[src/rtl/cpuspace_pkg.sv]
package cpuspace_pkg;
  localparam int ADDR_W  = 20;
  localparam int DATA_W  = 16;
  localparam int MASK_W  = 3;
  localparam int MASK_LSB = 8;
  localparam int FC_W    = 3;
  localparam logic [FC_W-1:0] FC_CPU_SPACE = 3'b111;
  localparam logic [ADDR_W-1:0] ADDR_BKPT_ACK = 20'h0001E;
  localparam logic [ADDR_W-1:0] ADDR_STOP_BC  = 20'h3FFFE;
  localparam int NSTATE  = 6;
  localparam int ST_IDLE = 0;
  localparam int ST_SETUP = 1;
  localparam int ST_STROBE = 2;
  localparam int ST_WAIT = 3;
  localparam int ST_REL  = 4;
  localparam int ST_DONE = 5;
endpackage

[src/rtl/cpuspace_sync.sv]
module cpuspace_sync #(
  parameter int WIDTH = 2
) (
  input  logic             clk,
  input  logic             rst_n,
  input  logic [WIDTH-1:0] async_i,
  output logic [WIDTH-1:0] sync_o
);
  for (genvar b = 0; b < WIDTH; b++) begin : g_bit
    logic meta_q, stab_q;
    always_ff @(posedge clk or negedge rst_n) begin
      if (!rst_n) begin
        meta_q <= 1'b0;
        stab_q <= 1'b0;
      end else begin
        meta_q <= async_i[b];
        stab_q <= meta_q;
      end
    end
    assign sync_o[b] = stab_q;
  end
endmodule

[src/rtl/cpuspace_ctrl.sv]
module cpuspace_ctrl
  import cpuspace_pkg::*;
(
  input  logic              clk,
  input  logic              rst_n,
  input  logic              bkpt_req_i,
  input  logic              stop_req_i,
  input  logic [MASK_W-1:0] stop_mask_i,
  input  logic              bus_owned_i,
  input  logic              ack_s_i,
  input  logic              err_s_i,
  output logic              drive_o,
  output logic              strobe_o,
  output logic              is_stop_o,
  output logic [MASK_W-1:0] mask_o,
  output logic              bkpt_done_o,
  output logic              bkpt_berr_o,
  output logic              mask_load_o
);
  logic [NSTATE-1:0] st_q, st_d;
  logic kind_stop_q, kind_stop_d, shown_q, shown_d, err_q;
  logic [MASK_W-1:0] mask_q;
  logic accept_en, err_en, term_any;

  assign term_any  = ack_s_i | err_s_i;
  assign accept_en = st_q[ST_IDLE] & (bkpt_req_i | stop_req_i);
  assign err_en    = st_q[ST_WAIT] & term_any;

  always_comb begin
    st_d        = '0;
    kind_stop_d = ~bkpt_req_i;
    shown_d     = bkpt_req_i | bus_owned_i;
    if (st_q[ST_IDLE]) begin
      if (bkpt_req_i | stop_req_i) st_d[ST_SETUP] = 1'b1;
      else                         st_d[ST_IDLE]  = 1'b1;
    end else if (st_q[ST_SETUP]) begin
      st_d[ST_STROBE] = 1'b1;
    end else if (st_q[ST_STROBE]) begin
      if (kind_stop_q) st_d[ST_REL]  = 1'b1;
      else             st_d[ST_WAIT] = 1'b1;
    end else if (st_q[ST_WAIT]) begin
      if (term_any) st_d[ST_REL]  = 1'b1;
      else          st_d[ST_WAIT] = 1'b1;
    end else if (st_q[ST_REL]) begin
      if (kind_stop_q || !term_any) st_d[ST_DONE] = 1'b1;
      else                          st_d[ST_REL]  = 1'b1;
    end else begin
      st_d[ST_IDLE] = 1'b1;
    end
  end

  always_ff @(posedge clk or negedge rst_n) begin
    if (!rst_n) begin
      st_q        <= NSTATE'(1) << ST_IDLE;
      kind_stop_q <= 1'b0;
      shown_q     <= 1'b0;
      mask_q      <= '0;
      err_q       <= 1'b0;
    end else begin
      st_q <= st_d;
      if (accept_en) begin
        kind_stop_q <= kind_stop_d;
        shown_q     <= shown_d;
        mask_q      <= stop_mask_i;
        err_q       <= 1'b0;
      end
      if (err_en) err_q <= err_s_i;
    end
  end

  assign drive_o     = shown_q & (st_q[ST_SETUP] | st_q[ST_STROBE] | st_q[ST_WAIT]);
  assign strobe_o    = shown_q & (st_q[ST_STROBE] | st_q[ST_WAIT]);
  assign is_stop_o   = kind_stop_q;
  assign mask_o      = mask_q;
  assign bkpt_done_o = st_q[ST_DONE] & ~kind_stop_q;
  assign bkpt_berr_o = st_q[ST_DONE] & ~kind_stop_q & err_q;
  assign mask_load_o = st_q[ST_DONE] & kind_stop_q;

  assert_state_onehot_R4: assert property (@(posedge clk) disable iff (!rst_n)
    $countones(st_q) == 1);
  assert_hold_strobe_R4: assert property (@(posedge clk) disable iff (!rst_n)
    (st_q[ST_WAIT] && !term_any) |=> strobe_o);
  assert_setup_first_R3: assert property (@(posedge clk) disable iff (!rst_n)
    $rose(strobe_o) |-> $past(drive_o) && $past(!strobe_o));
  assert_release_wait_R5: assert property (@(posedge clk) disable iff (!rst_n)
    (st_q[ST_REL] && !kind_stop_q && term_any) |=> !bkpt_done_o);
  assert_done_quiet_R5: assert property (@(posedge clk) disable iff (!rst_n)
    bkpt_done_o |-> !strobe_o && $past(!strobe_o));
  assert_stop_one_strobe_R7: assert property (@(posedge clk) disable iff (!rst_n)
    (strobe_o && kind_stop_q) |=> !strobe_o);
  assert_hidden_R8: assert property (@(posedge clk) disable iff (!rst_n)
    !shown_q |-> (!strobe_o && !drive_o));
  assert_done_excl_R10: assert property (@(posedge clk) disable iff (!rst_n)
    !(mask_load_o && bkpt_done_o));
endmodule

[src/rtl/cpuspace_bus_enc.sv]
module cpuspace_bus_enc
  import cpuspace_pkg::*;
(
  input  logic              clk,
  input  logic              rst_n,
  input  logic              drive_i,
  input  logic              strobe_i,
  input  logic              is_stop_i,
  input  logic [MASK_W-1:0] mask_i,
  output logic [ADDR_W-1:0] addr_o,
  output logic [FC_W-1:0]   fc_o,
  output logic              rw_o,
  output logic              size_word_o,
  output logic              as_o,
  output logic              ds_o,
  output logic [DATA_W-1:0] data_o
);
  localparam int MASK_MSB = MASK_LSB + MASK_W - 1;

  always_comb begin
    addr_o      = '0;
    fc_o        = '0;
    rw_o        = 1'b1;
    size_word_o = 1'b0;
    data_o      = '0;
    if (drive_i) begin
      fc_o        = FC_CPU_SPACE;
      size_word_o = 1'b1;
      if (is_stop_i) begin
        addr_o                   = ADDR_STOP_BC;
        rw_o                     = 1'b0;
        data_o[MASK_MSB:MASK_LSB] = mask_i;
      end else begin
        addr_o = ADDR_BKPT_ACK;
      end
    end
  end

  assign as_o = strobe_i;
  assign ds_o = strobe_i;

  assert_bus_quiet_R1: assert property (@(posedge clk) disable iff (!rst_n)
    !drive_i |-> (addr_o == '0 && fc_o == '0 && data_o == '0));
  assert_strobe_pair_R4: assert property (@(posedge clk) disable iff (!rst_n)
    as_o == ds_o);
endmodule

[src/rtl/cpuspace_seq.sv]
module cpuspace_seq
  import cpuspace_pkg::*;
(
  input  logic              clk,
  input  logic              rst_n,
  input  logic              bkpt_req_i,
  input  logic              stop_req_i,
  input  logic [MASK_W-1:0] stop_mask_i,
  input  logic              bus_owned_i,
  input  logic              dsack_i,
  input  logic              berr_i,
  output logic [ADDR_W-1:0] addr_o,
  output logic [FC_W-1:0]   fc_o,
  output logic              rw_o,
  output logic              size_word_o,
  output logic              as_o,
  output logic              ds_o,
  output logic [DATA_W-1:0] data_o,
  output logic              drive_en_o,
  output logic              bkpt_done_o,
  output logic              bkpt_berr_o,
  output logic              mask_load_o,
  output logic [MASK_W-1:0] mask_val_o
);
  logic [1:0] rst_pipe_q;
  logic rst_int_n;
  logic [1:0] term_s;
  logic drive, strobe, is_stop;
  logic [MASK_W-1:0] mask;

  always_ff @(posedge clk or negedge rst_n) begin
    if (!rst_n) rst_pipe_q <= 2'b00;
    else        rst_pipe_q <= {rst_pipe_q[0], 1'b1};
  end
  assign rst_int_n = rst_pipe_q[1];

  cpuspace_sync #(.WIDTH(2)) u_sync (
    .clk(clk), .rst_n(rst_int_n),
    .async_i({berr_i, dsack_i}), .sync_o(term_s)
  );

  cpuspace_ctrl u_ctrl (
    .clk(clk), .rst_n(rst_int_n),
    .bkpt_req_i(bkpt_req_i), .stop_req_i(stop_req_i),
    .stop_mask_i(stop_mask_i), .bus_owned_i(bus_owned_i),
    .ack_s_i(term_s[0]), .err_s_i(term_s[1]),
    .drive_o(drive), .strobe_o(strobe), .is_stop_o(is_stop), .mask_o(mask),
    .bkpt_done_o(bkpt_done_o), .bkpt_berr_o(bkpt_berr_o),
    .mask_load_o(mask_load_o)
  );

  cpuspace_bus_enc u_enc (
    .clk(clk), .rst_n(rst_int_n),
    .drive_i(drive), .strobe_i(strobe), .is_stop_i(is_stop), .mask_i(mask),
    .addr_o(addr_o), .fc_o(fc_o), .rw_o(rw_o), .size_word_o(size_word_o),
    .as_o(as_o), .ds_o(ds_o), .data_o(data_o)
  );

  assign drive_en_o = drive;
  assign mask_val_o = mask;
endmodule

[config.mk]
export PLATFORM = sky130hd
export DESIGN_NAME = cpuspace_seq
export DESIGN_NICKNAME = d
export VERILOG_FILES = /design/src/rtl/cpuspace_pkg.sv /design/src/rtl/cpuspace_sync.sv /design/src/rtl/cpuspace_ctrl.sv /design/src/rtl/cpuspace_bus_enc.sv /design/src/rtl/cpuspace_seq.sv
export SDC_FILE = /design/constraint.sdc
export NUM_CORES = 1
export LEC_CHECK = 0
export ABC_AREA = 1
export BUFFER_PORTS_ARGS = -buffer_cell sky130_fd_sc_hd__buf_4
export CAP_MARGIN = 20
export CORE_MARGIN = 2
export CORE_UTILIZATION = 42
export CTS_CLUSTER_DIAMETER = 150
export CTS_CLUSTER_SIZE = 20
export DETAILED_ROUTE_END_ITERATION = 12
export GPL_TIMING_DRIVEN = 1
export PLACE_DENSITY = 0.82
export SYNTH_ARGS = -nofsm -noshare
export SYNTH_HDL_FRONTEND = slang
export SYNTH_HIERARCHICAL = 1
export SYNTH_SLANG_ARGS = --single-unit
[constraint.sdc]
create_clock -name clk -period 2.21 [get_ports clk]
set_input_delay 0.442 -clock clk [delete_from_list [all_inputs] [get_ports clk]]
set_output_delay 0.442 -clock clk [all_outputs]
set_load 0.005 [all_outputs]
==> impl_metrics.tcl, run 1 <==
set metrics [dict create \
    clk_pin_slew_worst_paths_ns 0.10 \
    ant_nets 0 \
    cts_buffers 3 \
    cp.required_ns 1.77 \
    crit_start "u_ctrl/st_q[2]" \
    status "finished, final reports clean" \
    gp_congestion 0.778 \
    highest_layer "met4" \
    rows 17 \
    max_freq_ghz 0.491 \
    utilization 0.527 \
    vias_per_cell 4.09 \
    path_class "register to primary output" \
    finalSetupViolations 0 \
    clock_power_share 0.138 \
    root_buffer "clkbuf_4" \
    areaGrowthSynthToFinish_pct 16.6 \
    wl_per_cell_microns 10.4 \
    die_area_sq_um 2810 \
    syn_avg_cell_area_sq_um 8.62 \
    worstPathArrival_ns 1.59 \
    totalWireLength_microns 1770 \
    grt_pass1_wl_microns 2440 \
    max-slew-margin-rel 0.600 \
    p_per_area_nw_per_um2 1220 \
    layout.nets 152 \
    cp_max_fo 13 \
    hold_class "register to asynchronous set/reset pin" \
    leakage_nw 0.670 \
    io_pins 60 \
    ys_ff_latch 18 \
    internal_power_mw 0.911 \
    power_switching_mw 0.518 \
    pwr-share-seq 0.356 \
    synthFlopType "dfrtp_1" \
    diodes 0 \
    p_total_mw 1.43 \
    r2r-start "u_ctrl/st_q[0]" \
    startpoint_type "register" \
    fin_skew_ns 0.00273 \
    drive_gt1_frac 0.376 \
    track_usage 0.121 \
    netlist_area_sq_um 1010 \
    synth-edff-count 0 \
    p_comb_frac 0.505 \
    clock_path_buffers 2 \
    post_cts_buffers 0 \
    cts_tree "done" \
    wl_met3_microns 72 \
    die_y_microns 53 \
    yosys.area.top_type "dfrtp_1" \
    antenna_found_initial 0 \
    htreeDepth 1 \
    fin_crit_sh 0.921 \
    grt_max_degree 17 \
    p_sw_frac 0.362 \
    async_flop_share 1.00 \
    min_period_ns 2.04 \
    synthMostInstantiatedCell "buf_4" \
    hold_buffers 1 \
    pre_cts_ws_ns 0.515 \
    rsz0062_at_grt "false" \
    synthCells 117 \
    portBuffers 43 \
    slew_violations 0 \
    end_kind "primary output" \
    hold_viol 0 \
    ys_warn_count 6 \
    worst_slack_ns 0.174 \
    first_global_vias 580 \
    vdd_drop_max_v 0.000702 \
    wl_met1_microns 668 \
    cap_violations 0 \
    drtIter0Drc 17 \
    clock_latency_ns 0.29 \
    tns_ns 0 \
    synth_commonest_cells "buf_4 (40), dfrtp_1 (17), nand2_1 (17)" \
    start_util 0.452 \
    die_w_microns 53 \
    dr.pass1.iters 4 \
    worstMarginPinSlew_ns 0.600 \
    core_sq_um 2230 \
    num_vias 692 \
    drcViolationCount 0 \
    grt_overflow 0 \
    wl_met2_microns 1010 \
    ys_seq_area_frac 0.448 \
    synth.area.top_cells "dfrtp_1 (42%), buf_4 (30%), nand2_1 (6.3%)" \
    yosysUniqueCellTypes 18 \
    synthDominantCellAreaShare 0.422 \
    cts_resized 0 \
    cts.sinks 18 \
    place_hpwl_microns 1400 \
]
path summary, 6_finish.rpt:
path,endpoint,slack (ns),depth (start not counted)
max in group asynchronous,u_ctrl/mask_o[1],1.57,0
worst min register to register,u_ctrl/st_q[3],0.25,0
worst min-delay path,u_ctrl/st_q[3],0.25,0
worst max-delay path,addr_o[9],0.17,5
worst max register to register,u_ctrl/shown_q,1.15,4
min in group clk,u_sync/g_bit[1].meta_q,0.26,1
power groups by stage:
stage / clock network (mW) / registers [mW] / logic, mW
2_1_floorplan: 0 / 0.501 / 0.539
3_3_place_gp: 0 / 0.515 / 0.692
3_5_place_dp: 0 / 0.517 / 0.719
4_1_cts: 0.200 / 0.509 / 0.730
5_1_grt: 0.211 / 0.526 / 0.794
6_report: 0.198 / 0.509 / 0.723
cell usage in the layout, fill, tap and decap left out, drive strengths merged:
master / Yosys / layout
a21boi: 1 / 1
a21oi: 3 / 3
dfrtp: 17 / 17
conb: 2 / 17
o21ai: 5 / 5
and3: 1 / 1
nor2: 16 / 16
buf: 40 / 44
nand2: 18 / 18
dlygate4sd3: 0 / 1
nand3b: 1 / 1
clkbuf: 0 / 4
dfstp: 1 / 1
nand3: 1 / 1
inv: 11 / 11
stage by stage:
step	instances	instance area, sq um	hold slack (ns)
after floorplan	132	1060	0.146
after global placement	164	1130	0.225
after detailed placement	164	1130	0.228
after CTS	169	1180	0.252
after global routing	169	1180	0.244
final	169	1180	0.253
critical path, cell delays in order, from the launching register on:
cell	delay, ns
dfrtp_1	0.42
nor2_1	0.24
a21oi_1	0.14
nand2_2	0.13
inv_1	0.18
buf_4	0.20
state kept, by name (all words and copies together) (netlist names):
| signal | cells |
|---|---|
| u_ctrl/is_stop_o | 1 |
| u_ctrl/st_q | 6 |
| u_sync/g_bit.meta_q | 2 |
| u_ctrl/shown_q | 1 |
| rst_pipe_q | 2 |
| u_sync/g_bit.stab_q | 2 |
| u_ctrl/mask_o | 3 |
| u_ctrl/err_q | 1 |
routing by layer:
layer / vias up / GRT usage
li1: 342 / -
met1: 323 / 0.134
met2: 25 / 0.225
met3: 2 / 0.0113
met4: 0 / 0.0684
met5: - / 0
cells by family after synthesis:
| family | Yosys count | share of synthesized area |
|---|---|---|
| AND/OR/NAND/NOR | 37 | 0.155 |
| AO/OA/AOI/OAI | 9 | 0.0509 |
| buffers and inverters | 51 | 0.339 |
| flip-flops | 18 | 0.448 |
| other | 2 | 0.00745 |
area by class of cell:
class                   instances  area [sq um]
well taps                      28          35.0
multi-input cells              63           272
clock buffers                   4          36.3
inverters                      11          41.3
flip-flops and latches         18           452
fillers                       211          1060
repair buffers                 45           340
(Power assumes the default switching activity.)
==> run 2, diff against run 1 <==
Settings changed: CELL_PAD_IN_SITES_DETAIL_PLACEMENT set to 0, CELL_PAD_IN_SITES_GLOBAL_PLACEMENT set to 1, CORE_UTILIZATION 42 to 31, CTS_BUF_LIST set to sky130_fd_sc_hd__clkbuf_4, PLACE_DENSITY 0.82 to 0.86.
==> impl_metrics.tcl, run 2 (same netlist as run 1, synthesis figures left out) <==
set metrics [dict create \
    drtIter0Drc 7 \
    grt_overflow 0 \
    start_util 0.328 \
    r2r-start "u_ctrl/st_q[0]" \
    r2r_cells 4 \
    largest_reg_flops 6 \
    layout.nets 152 \
    grt_max_degree 17 \
    cts_tree "done" \
    path_class "register to primary output" \
    cp_max_fo 13 \
    status "finished, final reports clean" \
    vdd_drop_max_v 0.000544 \
    startpoint_type "register" \
    dp.cells 180 \
    core_sq_um 3080 \
    cts_resized 0 \
    regMostFlops "u_ctrl/st_q" \
    p_per_area_nw_per_um2 1170 \
    worstPathArrival_ns 1.55 \
    die_y_microns 61.0 \
    crit_family "buffers and inverters" \
    io_pins 60 \
    reg2reg_slack_ns 1.15 \
    max_freq_ghz 0.502 \
    cts_buffers 3 \
    cp.required_ns 1.77 \
    portBuffers 43 \
    slew_violations 0 \
    track_usage 0.0971 \
    clock_latency_ns 0.29 \
    min_period_ns 1.99 \
    slowest_delay_ns 0.40 \
    pre_cts_ws_ns 0.518 \
    drcViolationCount 0 \
    fin_skew_ns 0.00167 \
    fin_crit_sh 0.902 \
    rsz0062_at_grt "false" \
    root_buffer "clkbuf_4" \
    post_cts_buffers 0 \
    cap_violations 0 \
    wl_per_cell_microns 9.30 \
    grt_pass1_wl_microns 2630 \
    num_vias 699 \
    hold_buffers 1 \
    end_kind "primary output" \
    first_global_vias 611 \
    leakage_nw 0.665 \
    vias_per_cell 3.78 \
    dr.pass1.iters 4 \
    drive_gt1_frac 0.369 \
    tns_ns 0 \
    max-slew-margin-rel 0.591 \
    ant_nets 0 \
    htreeDepth 1 \
    place_hpwl_microns 1420 \
    clock_path_buffers 2 \
    final_cell_mix "buf_4 (44), dfrtp_1 (17), conb_1 (17), nand2_1 (17), nor2_1 (15)" \
    worst_slack_ns 0.217 \
    clk_pin_slew_worst_paths_ns 0.10 \
    path_cells "nor2_1 > a21oi_1 > nand2_2 > inv_1 > buf_4" \
    hold_class "register to asynchronous set/reset pin" \
    diodes 0 \
    antenna_found_initial 0 \
    rows 20 \
    cp_num_buf_inv 2 \
    cts.sinks 18 \
    die_area_sq_um 3730 \
    rr_endpoint "u_ctrl/shown_q" \
    gp_congestion 0.800 \
    hold_viol 0 \
    areaGrowthSynthToFinish_pct 17.6 \
    final_common_cell "buf_4" \
    die_w_microns 61.0 \
    totalWireLength_microns 1720 \
    slowest_stage "dfrtp_1" \
    worstMarginPinSlew_ns 0.613 \
    layout.cells.non_filler 185 \
    finalSetupViolations 0 \
]
run 2: final cells by class:
type / count / area, sq um
tap: 44 / 55.1
fill: 332 / 1890
clock buffer: 3 / 22.5
multi-input combinational: 63 / 272
timing repair buffer: 45 / 340
sequential: 18 / 452
clock inverter: 1 / 3.75
inverter: 11 / 41.3
run 2: worst max-delay path by stage:
stage               cells after the start      startpoint          to
floorplan                               5  u_ctrl/st_q[2]  addr_o[10]
global placement                        5  u_ctrl/st_q[2]   addr_o[6]
detailed placement                      5  u_ctrl/st_q[2]   addr_o[5]
CTS                                     5  u_ctrl/st_q[2]   addr_o[5]
global route                            5  u_ctrl/st_q[2]   addr_o[5]
finish                                  5  u_ctrl/st_q[2]   addr_o[5]
run 2: worst reg2reg max path, cell delays in order (launching register included):
cell     delay [ns]
dfstp_2        0.58
inv_2          0.06
nor2_4         0.18
o21ai_1        0.10
o21ai_0        0.08
run 2: per-stage QoR:
stage / power (mW) / hold slack, ns / area, sq um / utilization
6_report: 1.38 / 0.255 / 1190 / 0.385
5_1_grt: 1.51 / 0.234 / 1190 / 0.385
4_1_cts: 1.40 / 0.242 / 1190 / 0.385
3_5_place_dp: 1.23 / 0.227 / 1150 / 0.374
3_3_place_gp: 1.21 / 0.225 / 1150 / 0.374
2_1_floorplan: 1.04 / 0.146 / 1060 / -
run 2: power by group:
part	leakage [nW]	total [mW]	internal, mW	switching, mW
sequential	0.222	0.512	0.429	0.0829
combinational	0.428	0.709	0.382	0.327
clock	0.0154	0.162	0.0657	0.0963
total	0.665	1.38	0.876	0.506
run 2: routing by layer:
layer,track usage,wire length (microns),vias up,part of all wire
met1,0.120,681,321,0.40
li1,-,-,346,-
met5,0,0,-,0
met2,0.158,914,32,0.53
met3,0.0378,124,0,0.072
met4,0.0280,0,0,0
